$ cat src/rtl/eccfix_pkg.sv
package eccfix_pkg;

  typedef enum logic [1:0] {
    ST_CLEAN    = 2'd0,
    ST_DATA_FIX = 2'd1,
    ST_CODE_FIX = 2'd2,
    ST_FATAL    = 2'd3
  } eccStatus_e;

  // strobes from control to datapath
  typedef struct packed {
    logic capture;
    logic rdPhase;
    logic wrPhase;
  } eccStrobe_t;

endpackage

$ cat src/rtl/eccfix_datapath.sv
module eccfix_datapath
  import eccfix_pkg::*;
#(
  parameter int CHUNK_BYTES = 512,
  parameter int BYTE_W      = 8,
  parameter int CALC_W      = 32,
  parameter int VALID_BIT   = 30,
  parameter int FAILED_BIT  = 28,
  parameter bit FIX_PORT    = 1'b1,
  localparam int OFF_W      = $clog2(CHUNK_BYTES),
  localparam int BIT_W      = $clog2(BYTE_W),
  localparam int HALF_W     = OFF_W + BIT_W,
  localparam int CODE_W     = 2 * HALF_W
) (
  input  logic              clk,
  input  logic              rstN,
  input  eccStrobe_t        strb,
  input  logic [CODE_W-1:0] storedCode,
  input  logic [CALC_W-1:0] calcWord,
  input  logic              fixEnable,
  input  logic [BYTE_W-1:0] memRdData,
  output logic [1:0]        status,
  output logic [OFF_W-1:0]  byteOff,
  output logic [BIT_W-1:0]  bitOff,
  output logic              needFix,
  output logic [OFF_W-1:0]  memAddr,
  output logic              memRdEn,
  output logic              memWrEn,
  output logic [BYTE_W-1:0] memWrData
);

  logic [CODE_W-1:0] calcCode;
  logic [HALF_W-1:0] synHalf [2];
  logic [HALF_W-1:0] oddSyn, evenSyn;
  eccStatus_e        nxtStatus, statusQ;
  logic [OFF_W-1:0]  nxtByte, byteQ;
  logic [BIT_W-1:0]  nxtBit, bitQ;
  logic              fixQ;
  logic              unusedFlags;

  assign calcCode    = ~calcWord[CODE_W-1:0];
  assign unusedFlags = ^calcWord[CALC_W-1:CODE_W];

  // half 0 = low (odd), half 1 = high (even)
  for (genvar h = 0; h < 2; h++) begin : g_half
    assign synHalf[h] = storedCode[h*HALF_W +: HALF_W] ^ calcCode[h*HALF_W +: HALF_W];
  end
  assign oddSyn  = synHalf[0];
  assign evenSyn = synHalf[1];

  always_comb begin
    nxtStatus = ST_FATAL;
    nxtByte   = '0;
    nxtBit    = '0;
    if (!calcWord[VALID_BIT] || calcWord[FAILED_BIT]) begin
      nxtStatus = ST_FATAL;
    end else if (oddSyn == '0 && evenSyn == '0) begin
      nxtStatus = ST_CLEAN;
    end else if (oddSyn == ~evenSyn) begin
      nxtStatus = ST_DATA_FIX;
      nxtByte   = oddSyn[HALF_W-1:BIT_W];
      nxtBit    = oddSyn[BIT_W-1:0];
    end else if ($onehot({evenSyn, oddSyn})) begin
      nxtStatus = ST_CODE_FIX;
    end
  end

  always_ff @(posedge clk or negedge rstN) begin
    if (!rstN) begin
      statusQ <= ST_CLEAN;
      byteQ   <= '0;
      bitQ    <= '0;
      fixQ    <= 1'b0;
    end else if (strb.capture) begin
      statusQ <= nxtStatus;
      byteQ   <= nxtByte;
      bitQ    <= nxtBit;
      fixQ    <= fixEnable;
    end
  end

  assign status  = statusQ;
  assign byteOff = byteQ;
  assign bitOff  = bitQ;

  if (FIX_PORT) begin : g_fix
    logic [BYTE_W-1:0] fixMask;
    logic              unusedCap;
    assign unusedCap = strb.capture ^ unusedFlags;
    assign fixMask   = BYTE_W'(1) << bitQ;
    assign needFix   = fixQ && (statusQ == ST_DATA_FIX);
    assign memAddr   = byteQ;
    assign memRdEn   = strb.rdPhase;
    assign memWrEn   = strb.wrPhase;
    assign memWrData = memRdData ^ fixMask;
  end else begin : g_nofix
    logic unusedPort;
    assign unusedPort = ^{memRdData, strb, fixQ, unusedFlags};
    assign needFix    = 1'b0;
    assign memAddr    = '0;
    assign memRdEn    = 1'b0;
    assign memWrEn    = 1'b0;
    assign memWrData  = '0;
  end

endmodule

$ cat src/rtl/eccfix_ctrl.sv
module eccfix_ctrl
  import eccfix_pkg::*;
(
  input  logic       clk,
  input  logic       rstN,
  input  logic       start,
  input  logic       needFix,
  output eccStrobe_t strb,
  output logic       done
);

  typedef enum logic [1:0] {S_IDLE, S_REPORT, S_READ, S_WRITE} ctrlState_e;
  ctrlState_e state, nxtState;

  always_comb begin
    nxtState = state;
    unique case (state)
      S_IDLE:   if (start) nxtState = S_REPORT;
      S_REPORT: nxtState = needFix ? S_READ : S_IDLE;
      S_READ:   nxtState = S_WRITE;
      S_WRITE:  nxtState = S_IDLE;
      default:  nxtState = S_IDLE;
    endcase
  end

  always_ff @(posedge clk or negedge rstN) begin
    if (!rstN) state <= S_IDLE;
    else       state <= nxtState;
  end

  assign strb.capture = (state == S_IDLE) && start;
  assign strb.rdPhase = (state == S_READ);
  assign strb.wrPhase = (state == S_WRITE);
  assign done         = (state == S_REPORT);

endmodule

$ cat src/rtl/ecc_syndrome_fix.sv
module ecc_syndrome_fix
  import eccfix_pkg::*;
#(
  parameter int CHUNK_BYTES = 512,
  parameter int BYTE_W      = 8,
  parameter int CALC_W      = 32,
  parameter int VALID_BIT   = 30,
  parameter int FAILED_BIT  = 28,
  parameter bit FIX_PORT    = 1'b1,
  localparam int OFF_W      = $clog2(CHUNK_BYTES),
  localparam int BIT_W      = $clog2(BYTE_W),
  localparam int CODE_W     = 2 * (OFF_W + BIT_W)
) (
  input  logic              clk,
  input  logic              rstN,
  input  logic              start,
  input  logic [CODE_W-1:0] storedCode,
  input  logic [CALC_W-1:0] calcWord,
  input  logic              fixEnable,
  input  logic [BYTE_W-1:0] memRdData,
  output logic              done,
  output logic [1:0]        status,
  output logic [OFF_W-1:0]  byteOff,
  output logic [BIT_W-1:0]  bitOff,
  output logic [OFF_W-1:0]  memAddr,
  output logic              memRdEn,
  output logic              memWrEn,
  output logic [BYTE_W-1:0] memWrData
);

  eccStrobe_t strb;
  logic       needFix;

  eccfix_ctrl ctrl_i (
    .clk     (clk),
    .rstN    (rstN),
    .start   (start),
    .needFix (needFix),
    .strb    (strb),
    .done    (done)
  );

  eccfix_datapath #(
    .CHUNK_BYTES (CHUNK_BYTES),
    .BYTE_W      (BYTE_W),
    .CALC_W      (CALC_W),
    .VALID_BIT   (VALID_BIT),
    .FAILED_BIT  (FAILED_BIT),
    .FIX_PORT    (FIX_PORT)
  ) dp_i (
    .clk        (clk),
    .rstN       (rstN),
    .strb       (strb),
    .storedCode (storedCode),
    .calcWord   (calcWord),
    .fixEnable  (fixEnable),
    .memRdData  (memRdData),
    .status     (status),
    .byteOff    (byteOff),
    .bitOff     (bitOff),
    .needFix    (needFix),
    .memAddr    (memAddr),
    .memRdEn    (memRdEn),
    .memWrEn    (memWrEn),
    .memWrData  (memWrData)
  );

endmodule

$ cat config.mk
export PLATFORM = sky130hd
export DESIGN_NAME = ecc_syndrome_fix
export DESIGN_NICKNAME = d
export VERILOG_FILES = /design/src/rtl/eccfix_pkg.sv /design/src/rtl/eccfix_datapath.sv /design/src/rtl/eccfix_ctrl.sv /design/src/rtl/ecc_syndrome_fix.sv
export SDC_FILE = /design/constraint.sdc
export NUM_CORES = 1
export LEC_CHECK = 0
export ABC_CLOCK_PERIOD_IN_PS = 1900
export BUFFER_PORTS_ARGS = -buffer_cell sky130_fd_sc_hd__buf_2
export CORE_MARGIN = 1.5
export CORE_UTILIZATION = 38
export CTS_CLUSTER_SIZE = 30
export DETAILED_ROUTE_END_ITERATION = 6
export PLACE_DENSITY = 0.67
export RECOVER_POWER = 50
export SLEW_MARGIN = 20
export SYNTH_ARGS = -nofsm -noshare
export SYNTH_HDL_FRONTEND = slang
export SYNTH_SLANG_ARGS = --single-unit
$ cat constraint.sdc
create_clock -name clk -period 1.9 [get_ports clk]
set_clock_uncertainty 0.15 [all_clocks]
set_input_delay 0.38 -clock clk [delete_from_list [all_inputs] [get_ports clk]]
set_output_delay 0.38 -clock clk [all_outputs]
set_load 0.05 [all_outputs]
==> results.txt, run 1 <==
H-tree depth -> 1
Max Transition Viols Final -> 0
#FFs+latches synth -> 17
Least-Margin Pin Slew -> 0.915 ns
worst min path class -> in -> reg
WL final -> 5750 um
first-pass iteration count of the detailed router -> 4
Yosys Warn Count -> 0
Worst Path Max Fanout -> 4
failing checks -> setup timing
FMAX -> 213 MHz
# DRC -> 0
Hold Path Stages -> 3
Via density -> 4.46
total CTS buffers -> 3
Starting Density -> 39.2%
Netlist cell types -> 32
Area Growth Syn to Fin -> 70.8%
Slew HR -> 39.0%
pwr dens -> 1130 nW/um2
CP max-delay cell -> fa_1
layout cells sized above 1 -> 57.3%
Die ar. -> 6590 um2
Synth Instances -> 250
initial antenna violation count -> 0
RD Place Congestion -> 0.810
CTS Root Cell -> clkbuf_8
largest net degree at the start of global routing -> 18
post-synthesis sequential area ratio -> 18.3%
CP max stage delay -> 0.53 ns
first-pass GRT wire length -> 9390 um
IO Pins -> 102
routed vias -> 2071
vias in the first global route -> 2231
Crit. End Element -> flop
std cell rows -> 28
Crit path required time -> 1.89 ns
clock net sink count -> 17
Final Hold Viols -> 0
dpl hpwl -> 4930 um
commonest non-fill, non-tap cells in the layout -> buf_2 (79), inv_1 (49), buf_4 (43)
Total GRT Usage -> 18.6%
# Max-Cap Violations -> 0
Stages on worst setup path -> 18
Antenna Nets Post-Route -> 0
die span in y -> 81.2 um
Net Count, Synth -> 367
Peak VDD IR -> 1.00 mV
commonest non-fill, non-tap cell in the layout -> buf_2
grt total ovfl -> 0
WP buf/inv -> 4
synthesized area per cell -> 9.28 um2
clk buf depth -> 2
Overall Power -> 4.49 mW
port bufs -> 95
crit start category -> primary input
number of synthesized flops with an enable pin -> 0
clock-pin slew on the worst setup and hold paths -> 0.07 ns
DR iter-0 viols -> 81
outcome -> finished, violations left
final worst slack -> -2.80 ns
final setup fails -> 6
CTS tree -> built
reg2reg setup slack -> 0.16 ns
Mapped Area -> 2320 um2
top_reg_cell synth -> dfrtp_1
Die Wd -> 81.2 um
delay-heaviest family, CP -> adder cells
RSZ-0062 raised after global routing -> true
ant diodes -> 0
DR WL/cell -> 12.4 um
CP Cell Sequence -> buf_2, xor2_2, inv_1, ha_1, inv_1, fa_1, fa_1, fa_1, fa_1, inv_1, fa_1, ha_2, fa_2, nand2b_4, o221ai_2, nand4_1, a22oi_1, nand2_1
worst r2r path cells -> 6
asr flop ratio synth -> 100%
worst path arrival time -> 4.69 ns
worst slack, placed -> -3.14 ns
Final #Nets -> 507
Crit Path Class -> in -> reg
core area -> 5920 um2
crit share post-route -> 247%
post-layout minimum cycle time -> 4.70 ns
worst-skew pair later-pin latency -> 0.25 ns
CP most frequent cell -> fa_1
Leakage -> 2.02 nW
-- final timing paths --
kind | start | end
setup / recovery | storedCode[4] | dp_i.status[0]$_DFFE_PN0P_
hold / removal | fixEnable | dp_i.fixQ$_DFFE_PN0P_
setup reg to reg | flop | dp_i.byteOff[3]$_DFFE_PN0P_
hold reg to reg | dp_i.fixQ$_DFFE_PN0P_ | dp_i.fixQ$_DFFE_PN0P_
max in group asynchronous | rstN | dp_i.bitOff[0]$_DFFE_PN0P_
min in group asynchronous | rstN | ctrl_i.state[0]$_DFFE_PN0P_
-- layer usage --
metal	part of all wire [%]	track usage (%)	wire, um	vias up
li1	-	-	-	1031
met1	37	19.7	2140	978
met2	59	38.8	3370	58
met3	3.4	0.787	194	4
met4	0.85	5.17	49	0
met5	0	0	0	-
-- report_power, final --
part / switching, mW / total, mW / internal (mW)
Combinational: 1.91 / 3.84 / 1.94
Clock: 0.126 / 0.271 / 0.145
Sequential: 0.00716 / 0.379 / 0.372
Total: 2.04 / 4.49 / 2.45
-- worst reg2reg max path: stages (launching register included) --
cell and delay, ns:
dfrtp_1 0.42, nor3b_1 0.29, nand3b_1 0.20, nor2_1 0.12
nand4_1 0.16, buf_6 0.19, o21ai_2 0.13
-- area by class of cell --
cell class / count / area [um2]
Multi-Input combinational cell: 164 / 2210
Clock buffer: 3 / 41.3
Sequential cell: 17 / 429
Tap cell: 75 / 93.8
Clock inverter: 1 / 5.00
Timing Repair Buffer: 149 / 976
Inverter: 55 / 206
Fill cell: 451 / 1960
-- synth_stat cells, types with 2 or more instances --
library cell | n | area (um2)
buf_4 | 9 | 67.6
nand3_1 | 2 | 10.0
ha_1 | 30 | 375
nor3b_1 | 3 | 22.5
xnor2_1 | 16 | 140
nor2_1 | 6 | 22.5
nand3b_1 | 3 | 22.5
fa_1 | 19 | 380
nand2b_1 | 2 | 12.5
nand2_1 | 19 | 71.3
nor3_1 | 3 | 15.0
o21ai_0 | 2 | 10.0
o21ai_2 | 9 | 78.8
nand4_1 | 6 | 37.5
nor2b_1 | 3 | 18.8
inv_1 | 55 | 206
xor2_1 | 27 | 236
clkbuf_1 | 4 | 15.0
nor4_2 | 3 | 37.5
dfrtp_1 | 17 | 425
-- registers in the layout, summed over array words and instances, names as in the netlist, named ones only --
register / flops
dp_i.byteOff: 9
dp_i.bitOff: 3
dp_i.status: 2
ctrl_i.state: 1
dp_i.fixQ: 1
-- through the flow --
| step | instances | area (um2) | utilization (%) | hold slack (ns) | TNS, ns |
|---|---|---|---|---|---|
| after detailed placement | 443 | 3620 | 61.2 | 0.174 | -6.21 |
| after global placement | 443 | 3620 | 61.2 | 0.177 | -5.80 |
| final | 464 | 3960 | 66.9 | 0.175 | -2.95 |
| after global routing | 464 | 3960 | 66.9 | 0.179 | -4.02 |
| after CTS | 463 | 3900 | 65.9 | 0.177 | -2.99 |
| after floorplan | 250 | 2900 | - | -0.0656 | -2.77 |
-- logic make-up after synthesis --
family          Yosys count  synth area share, %
xor+xnor                 44                 17.4
buf+inv                  69                 12.9
compound gates           19                 6.47
fa+ha+maj                49                 32.6
flops                    17                 18.3
simple gates             52                 12.3
-- what timing repair did --
item,in CTS,in global routing
buffers inserted,15,1
hold buffers,1,0
endpoints found under the setup margin,11,22
pin swaps,21,12
gates resized for setup,36,15
hold endpoints to repair,17,0
(Power assumes the default switching activity.)
==> run 2, diff against run 1 <==
--- a/config.mk
+++ b/config.mk
@@ -7,6 +7,7 @@
 export LEC_CHECK = 0
 export ABC_CLOCK_PERIOD_IN_PS = 1900
 export BUFFER_PORTS_ARGS = -buffer_cell sky130_fd_sc_hd__buf_2
+export CORE_ASPECT_RATIO = 2
 export CORE_MARGIN = 1.5
 export CORE_UTILIZATION = 38
 export CTS_CLUSTER_SIZE = 30
==> results.txt, run 2 (same netlist as run 1, synthesis figures left out) <==
CP Cell Sequence -> buf_2, xnor2_4, inv_1, ha_1, inv_2, fa_2, fa_1, fa_1, fa_1, inv_1, fa_1, ha_2, fa_2, nand2b_4, o221ai_2, nand4_1, a22oi_1, nand2_1
max reg flops -> 9 (unchanged)
CTS Root Cell -> clkbuf_16
Crit. End Element -> flop
clock-pin slew on the worst setup and hold paths -> 0.05 ns (-0.02 ns)
worst-skew pair later-pin latency -> 0.25 ns (about the same)
clock net sink count -> 17 (unchanged)
worst path arrival time -> 4.65 ns (-0.04 ns)
Via density -> 4.81 (+7.7%)
# DRC -> 11 (+11)
failing checks -> DRC, setup timing
first-pass iteration count of the detailed router -> 7 (+3)
IO Pins -> 102 (unchanged)
crit start category -> primary input
port bufs -> 95 (unchanged)
WP buf/inv -> 4 (unchanged)
std cell rows -> 40 (+43%)
CTS tree -> built
dpl hpwl -> 5070 um (+2.9%)
Crit path required time -> 1.88 ns (about the same)
Peak VDD IR -> 1.59 mV (+59%)
outcome -> finished, violations left
Antenna Nets Post-Route -> 0 (unchanged)
largest net degree at the start of global routing -> 18 (unchanged)
Setup TNS -> -3.98 ns (-1.03 ns)
clk buf depth -> 2 (unchanged)
CP most frequent cell -> fa_1
DR WL/cell -> 14.3 um (+15%)
vias in the first global route -> 2381 (+6.7%)
core area -> 5960 um2 (+0.59%)
Leakage -> 2.10 nW (+3.8%)
Starting Density -> 39.0% (-0.23 points)
DR iter-0 viols -> 62 (-23%)
Placed Cells -> 431 (-2.7%)
initial antenna violation count -> 0 (unchanged)
Crit Path Class -> in -> reg
layout cells sized above 1 -> 60.2% (+2.8 points)
routed vias -> 2196 (+6.0%)
fin cells -> 457 (-1.5%)
post-layout minimum cycle time -> 4.67 ns (-0.0219 ns)
Die ar. -> 6610 um2 (+0.44%)
WL final -> 6530 um (+14%)
commonest non-fill, non-tap cells in the layout -> buf_2 (72), buf_4 (49), inv_1 (47)
RSZ-0062 raised after global routing -> true
FMAX -> 214 MHz (+0.47%)
total CTS buffers -> 3 (unchanged)
pwr dens -> 1110 nW/um2 (-2.1%)
Max Transition Viols Final -> 0 (unchanged)
# Max-Cap Violations -> 0 (unchanged)
Final #Nets -> 512 (+0.99%)
die span in y -> 114 um (+40%)
Area Growth Syn to Fin -> 81.3%
RD Place Congestion -> 0.788 (-2.7%)
CP max-delay cell -> fa_1
CP max stage delay -> 0.51 ns (-0.02 ns)
Final Hold Viols -> 0 (unchanged)
H-tree depth -> 1 (unchanged)
grt total ovfl -> 0 (unchanged)
final setup fails -> 19 (+13)
Slew HR -> 35.1% (-3.9 points)
Least-Margin Pin Slew -> 0.973 ns (+0.0582 ns)
first-pass GRT wire length -> 10100 um (+7.8%)
Total GRT Usage -> 19.8% (+1.2 points)
delay-heaviest family, CP -> adder cells
Worst Path Max Fanout -> 3 (-1)
Die Wd -> 58.3 um (-28%)
ant diodes -> 0 (unchanged)
commonest non-fill, non-tap cell in the layout -> buf_2
final worst slack -> -2.77 ns (+0.0219 ns)
worst min path class -> in -> reg
crit share post-route -> 246% (-1.2 points)
==> run 2: timing repair <==
action,in CTS,in global routing
hold buffers,1,0
gates resized for setup,44,36
setup buffers,16,9
gates cloned,1,0
pin swaps,32,23
hold endpoints to repair,17,0
setup endpoints to repair,22,22
==> run 2: area by class of cell <==
cell class,count,area [um2]
Inverter,55,206
Fill cell,451,1750
Timing Repair Buffer,154,1090
Sequential cell,17,429
Multi-Input combinational cell,164,2320
Tap cell,63,78.8
Clock buffer,4,78.8
==> run 2: tightest hold or removal path: cells and delay by family <==
family,cells,cell delay (ns)
AND/OR/NAND/NOR,2,0.10
buffers and inverters,1,0.08
==> run 2: power by group <==
group | internal [mW] | switching [mW] | total, mW | leakage, nW
logic | 1.98 | 1.88 | 3.86 | 1.84
registers | 0.372 | 0.00960 | 0.382 | 0.219
clock network | 0.285 | 0.146 | 0.431 | 0.0382
==> run 2: through the flow <==
step                power, mW  area, um2  hold slack (ns)  utilization (%)  worst slack, ns
finish                   4.67       4210            0.192             70.7            -2.77
global route             5.13       4210            0.203             70.7            -2.98
CTS                      4.67       4010            0.200             67.3            -2.79
detailed placement       4.06       3620            0.176             60.8            -3.12
global placement         3.89       3620            0.167             60.8            -3.05
floorplan                2.95       2900          -0.0656                -            -2.75
==> run 2: path summary, 6_finish.rpt <==
check,startpoint,to,slack (ns),cells after the start
max,calcWord[16],dp_i.status[0]$_DFFE_PN0P_,-2.77,18
min,fixEnable,dp_i.fixQ$_DFFE_PN0P_,0.19,3
max reg2reg,flop,dp_i.byteOff[1]$_DFFE_PN0P_,0.10,7
min reg2reg,dp_i.status[1]$_DFFE_PN0P_,flop,0.33,1
max in group asynchronous,rstN,dp_i.bitOff[0]$_DFFE_PN0P_,0.29,2
min in group asynchronous,rstN,ctrl_i.state[0]$_DFFE_PN0P_,0.65,2
==> run 2: layer usage <==
metal  global-route usage, %  routed length (um)  share of wire (%)
met1                    17.6                1860                 28
met2                    42.4                4250                 65
met3                   0.340                 215                3.3
met4                    8.06                 204                3.1
met5                       0                   0                  0
==> run 3, diff against run 2 <==
--- a/config.mk
+++ b/config.mk
@@ -5,14 +5,14 @@
 export SDC_FILE = /design/constraint.sdc
 export NUM_CORES = 1
 export LEC_CHECK = 0
-export ABC_CLOCK_PERIOD_IN_PS = 1900
+export ABC_CLOCK_PERIOD_IN_PS = 4200
 export BUFFER_PORTS_ARGS = -buffer_cell sky130_fd_sc_hd__buf_2
 export CORE_ASPECT_RATIO = 2
 export CORE_MARGIN = 1.5
 export CORE_UTILIZATION = 38
 export CTS_CLUSTER_SIZE = 30
 export DETAILED_ROUTE_END_ITERATION = 6
-export PLACE_DENSITY = 0.67
+export PLACE_DENSITY = 0.7
 export RECOVER_POWER = 50
 export SLEW_MARGIN = 20
 export SYNTH_ARGS = -nofsm -noshare
==> constraint.sdc (replaced) <==
create_clock -name clk -period 4.2 [get_ports clk]
set_clock_uncertainty 0.15 [all_clocks]
set_input_delay 0.84 -clock clk [delete_from_list [all_inputs] [get_ports clk]]
set_output_delay 0.84 -clock clk [all_outputs]
set_load 0.05 [all_outputs]
==> results.txt, run 3 (same netlist as run 1, synthesis figures left out) <==
CTS tree -> built
# DRC -> 8 (-3)
Max Transition Viols Final -> 0 (unchanged)
Crit Path Class -> in -> reg
area post-placement -> 3340 um2 (-7.9%)
Setup crit start -> storedCode[22]
worst min path class -> reg -> reg
hold slack -> 0.334 ns (+0.142 ns)
total CTS buffers -> 3 (unchanged)
routed vias -> 1974 (-10%)
Least-Margin Pin Slew -> 0.901 ns (-0.0725 ns)
Peak VDD IR -> 0.714 mV (-55%)
IO Pins -> 102 (unchanged)
R2R Path End -> dp_i.byteOff[8]$_DFFE_PN0P_
Final #Nets -> 486 (-5.1%)
max reg flops -> 9 (unchanged)
reg2reg setup slack -> 2.37 ns (+2.27 ns)
Total GRT Usage -> 16.0% (-3.8 points)
Starting Density -> 39.0% (unchanged)
Slew HR -> 39.9% (+4.8 points)
Area Growth Syn to Fin -> 49.6%
Final Hold Viols -> 0 (unchanged)
Setup crit end -> dp_i.status[0]$_DFFE_PN0P_
Crit. End Element -> flop
Via density -> 4.58 (-4.7%)
commonest non-fill, non-tap cell in the layout -> buf_2
Die ar. -> 6610 um2 (unchanged)
Post-Route Utilization -> 58.3% (-12 points)
outcome -> finished, violations left
ant diodes -> 0 (unchanged)
Die Wd -> 58.3 um (unchanged)
core area -> 5960 um2 (unchanged)
post-route cell area -> 3470 um2 (-17%)
std cell rows -> 40 (unchanged)
crit share post-route -> 123%
largest net degree at the start of global routing -> 18 (unchanged)
grt total ovfl -> 0 (unchanged)
# Max-Cap Violations -> 0 (unchanged)
clk buf depth -> 2 (unchanged)
final worst slack -> -0.979 ns (+1.79 ns)
clock net sink count -> 17 (unchanged)
crit start category -> primary input
clock-pin slew on the worst setup and hold paths -> 0.05 ns (about the same)
worst r2r path cells -> 6 (-1)
commonest non-fill, non-tap cells in the layout -> buf_2 (79), inv_1 (47), buf_4 (34)
worst-skew pair later-pin latency -> 0.24 ns (about the same)
first-pass GRT wire length -> 8190 um (-19%)
initial antenna violation count -> 0 (unchanged)
WL final -> 5260 um (-20%)
Leakage -> 1.77 nW (-16%)
Crit path required time -> 4.18 ns (+2.30 ns)
Antenna Nets Post-Route -> 0 (unchanged)
Hold Buf Count CTS -> 0 (-1)
vias in the first global route -> 1959 (-18%)
port bufs -> 95 (unchanged)
post-layout minimum cycle time -> 5.18 ns
RD Place Congestion -> 0.849 (+7.7%)
dpl hpwl -> 4770 um (-5.9%)
FMAX -> 193 MHz
layout cells sized above 1 -> 46.7% (-13 points)
RSZ-0062 raised after global routing -> true
worst path arrival time -> 5.16 ns (+0.51 ns)
pwr dens -> 574 nW/um2 (-48%)
CTS Root Cell -> clkbuf_16
final setup fails -> 1 (-18)
die span in y -> 114 um (unchanged)
Worst Path Max Fanout -> 4 (+1)
DR WL/cell -> 12.2 um (-15%)
failing checks -> DRC, setup timing
DR iter-0 viols -> 48 (-23%)
H-tree depth -> 1 (unchanged)
first-pass iteration count of the detailed router -> 7 (unchanged)
## run 3: changes by cell type in the layout (fill, tap and decap cells not counted), moves of 3 or more
cell and delta:
buf_4 -15, dfrtp_2 -3, xor2_4 -8, buf_2 +7
xnor2_1 +6, clkbuf_1 +10, buf_6 -24, xnor2_2 -4
nor2_1 +3, dfrtp_1 +3, xor2_1 +12, xor2_2 -4
## run 3: power breakdown
group / total (mW) / internal, mW / switching [mW]
clock network: 0.187 / 0.129 / 0.0582
registers: 0.172 / 0.169 / 0.00375
logic: 1.63 / 0.835 / 0.799
## run 3: how the worst min path moves through the flow
stage / to / start / cells past startpoint
after global routing: flop / dp_i.status[1]$_DFFE_PN0P_ / 1
after floorplan: dp_i.fixQ$_DFFE_PN0P_ / dp_i.fixQ$_DFFE_PN0P_ / 2
final: dp_i.fixQ$_DFFE_PN0P_ / dp_i.fixQ$_DFFE_PN0P_ / 2
after detailed placement: dp_i.fixQ$_DFFE_PN0P_ / dp_i.fixQ$_DFFE_PN0P_ / 2
after CTS: dp_i.fixQ$_DFFE_PN0P_ / dp_i.fixQ$_DFFE_PN0P_ / 2
after global placement: dp_i.fixQ$_DFFE_PN0P_ / dp_i.fixQ$_DFFE_PN0P_ / 2
## run 3: stage by stage
step                std cells  worst slack, ns  TNS, ns  total power, mW
finish                    431           -0.979   -0.979             1.99
global route              431            -1.18    -1.18             2.21
global placement          424            -1.21    -1.21             1.78
detailed placement        424            -1.27    -1.27             1.81
floorplan                 250           -0.914   -0.914             1.33
CTS                       429           -0.960   -0.960             2.01
## run 3: worst max-delay path, stage by stage
cell,delay [ns]
buf_2,0.13
xnor2_4,0.19
inv_1,0.10
ha_4,0.26
inv_2,0.03
fa_2,0.38
fa_1,0.50
fa_1,0.51
fa_1,0.51
inv_1,0.05
fa_1,0.45
ha_2,0.22
fa_2,0.40
nand2b_4,0.15
o221ai_2,0.12
nand4_1,0.11
a22oi_1,0.15
nand2_1,0.07
## run 3: metal layers
layer	up-vias	track usage [%]	share of wire (%)
met2	61	33.8	65
met3	10	0.680	3.6
met5	-	0	0
met4	0	6.82	2.6
met1	906	14.3	29
li1	997	-	-
## run 3: cell type report
cell class                      instances  area, um2
Clock buffer                            4       78.8
Sequential cell                        17        425
Fill cell                             513       2480
Inverter                               55        206
Multi-Input combinational cell        164       1980
Tap cell                               63       78.8
Timing Repair Buffer                  128        707
## run 3: timing repair
action	CTS	global route
pin swaps	5	14
resized for setup	1	10
gates cloned	0	0
setup buffers	1	2
endpoints found under the setup margin	1	1
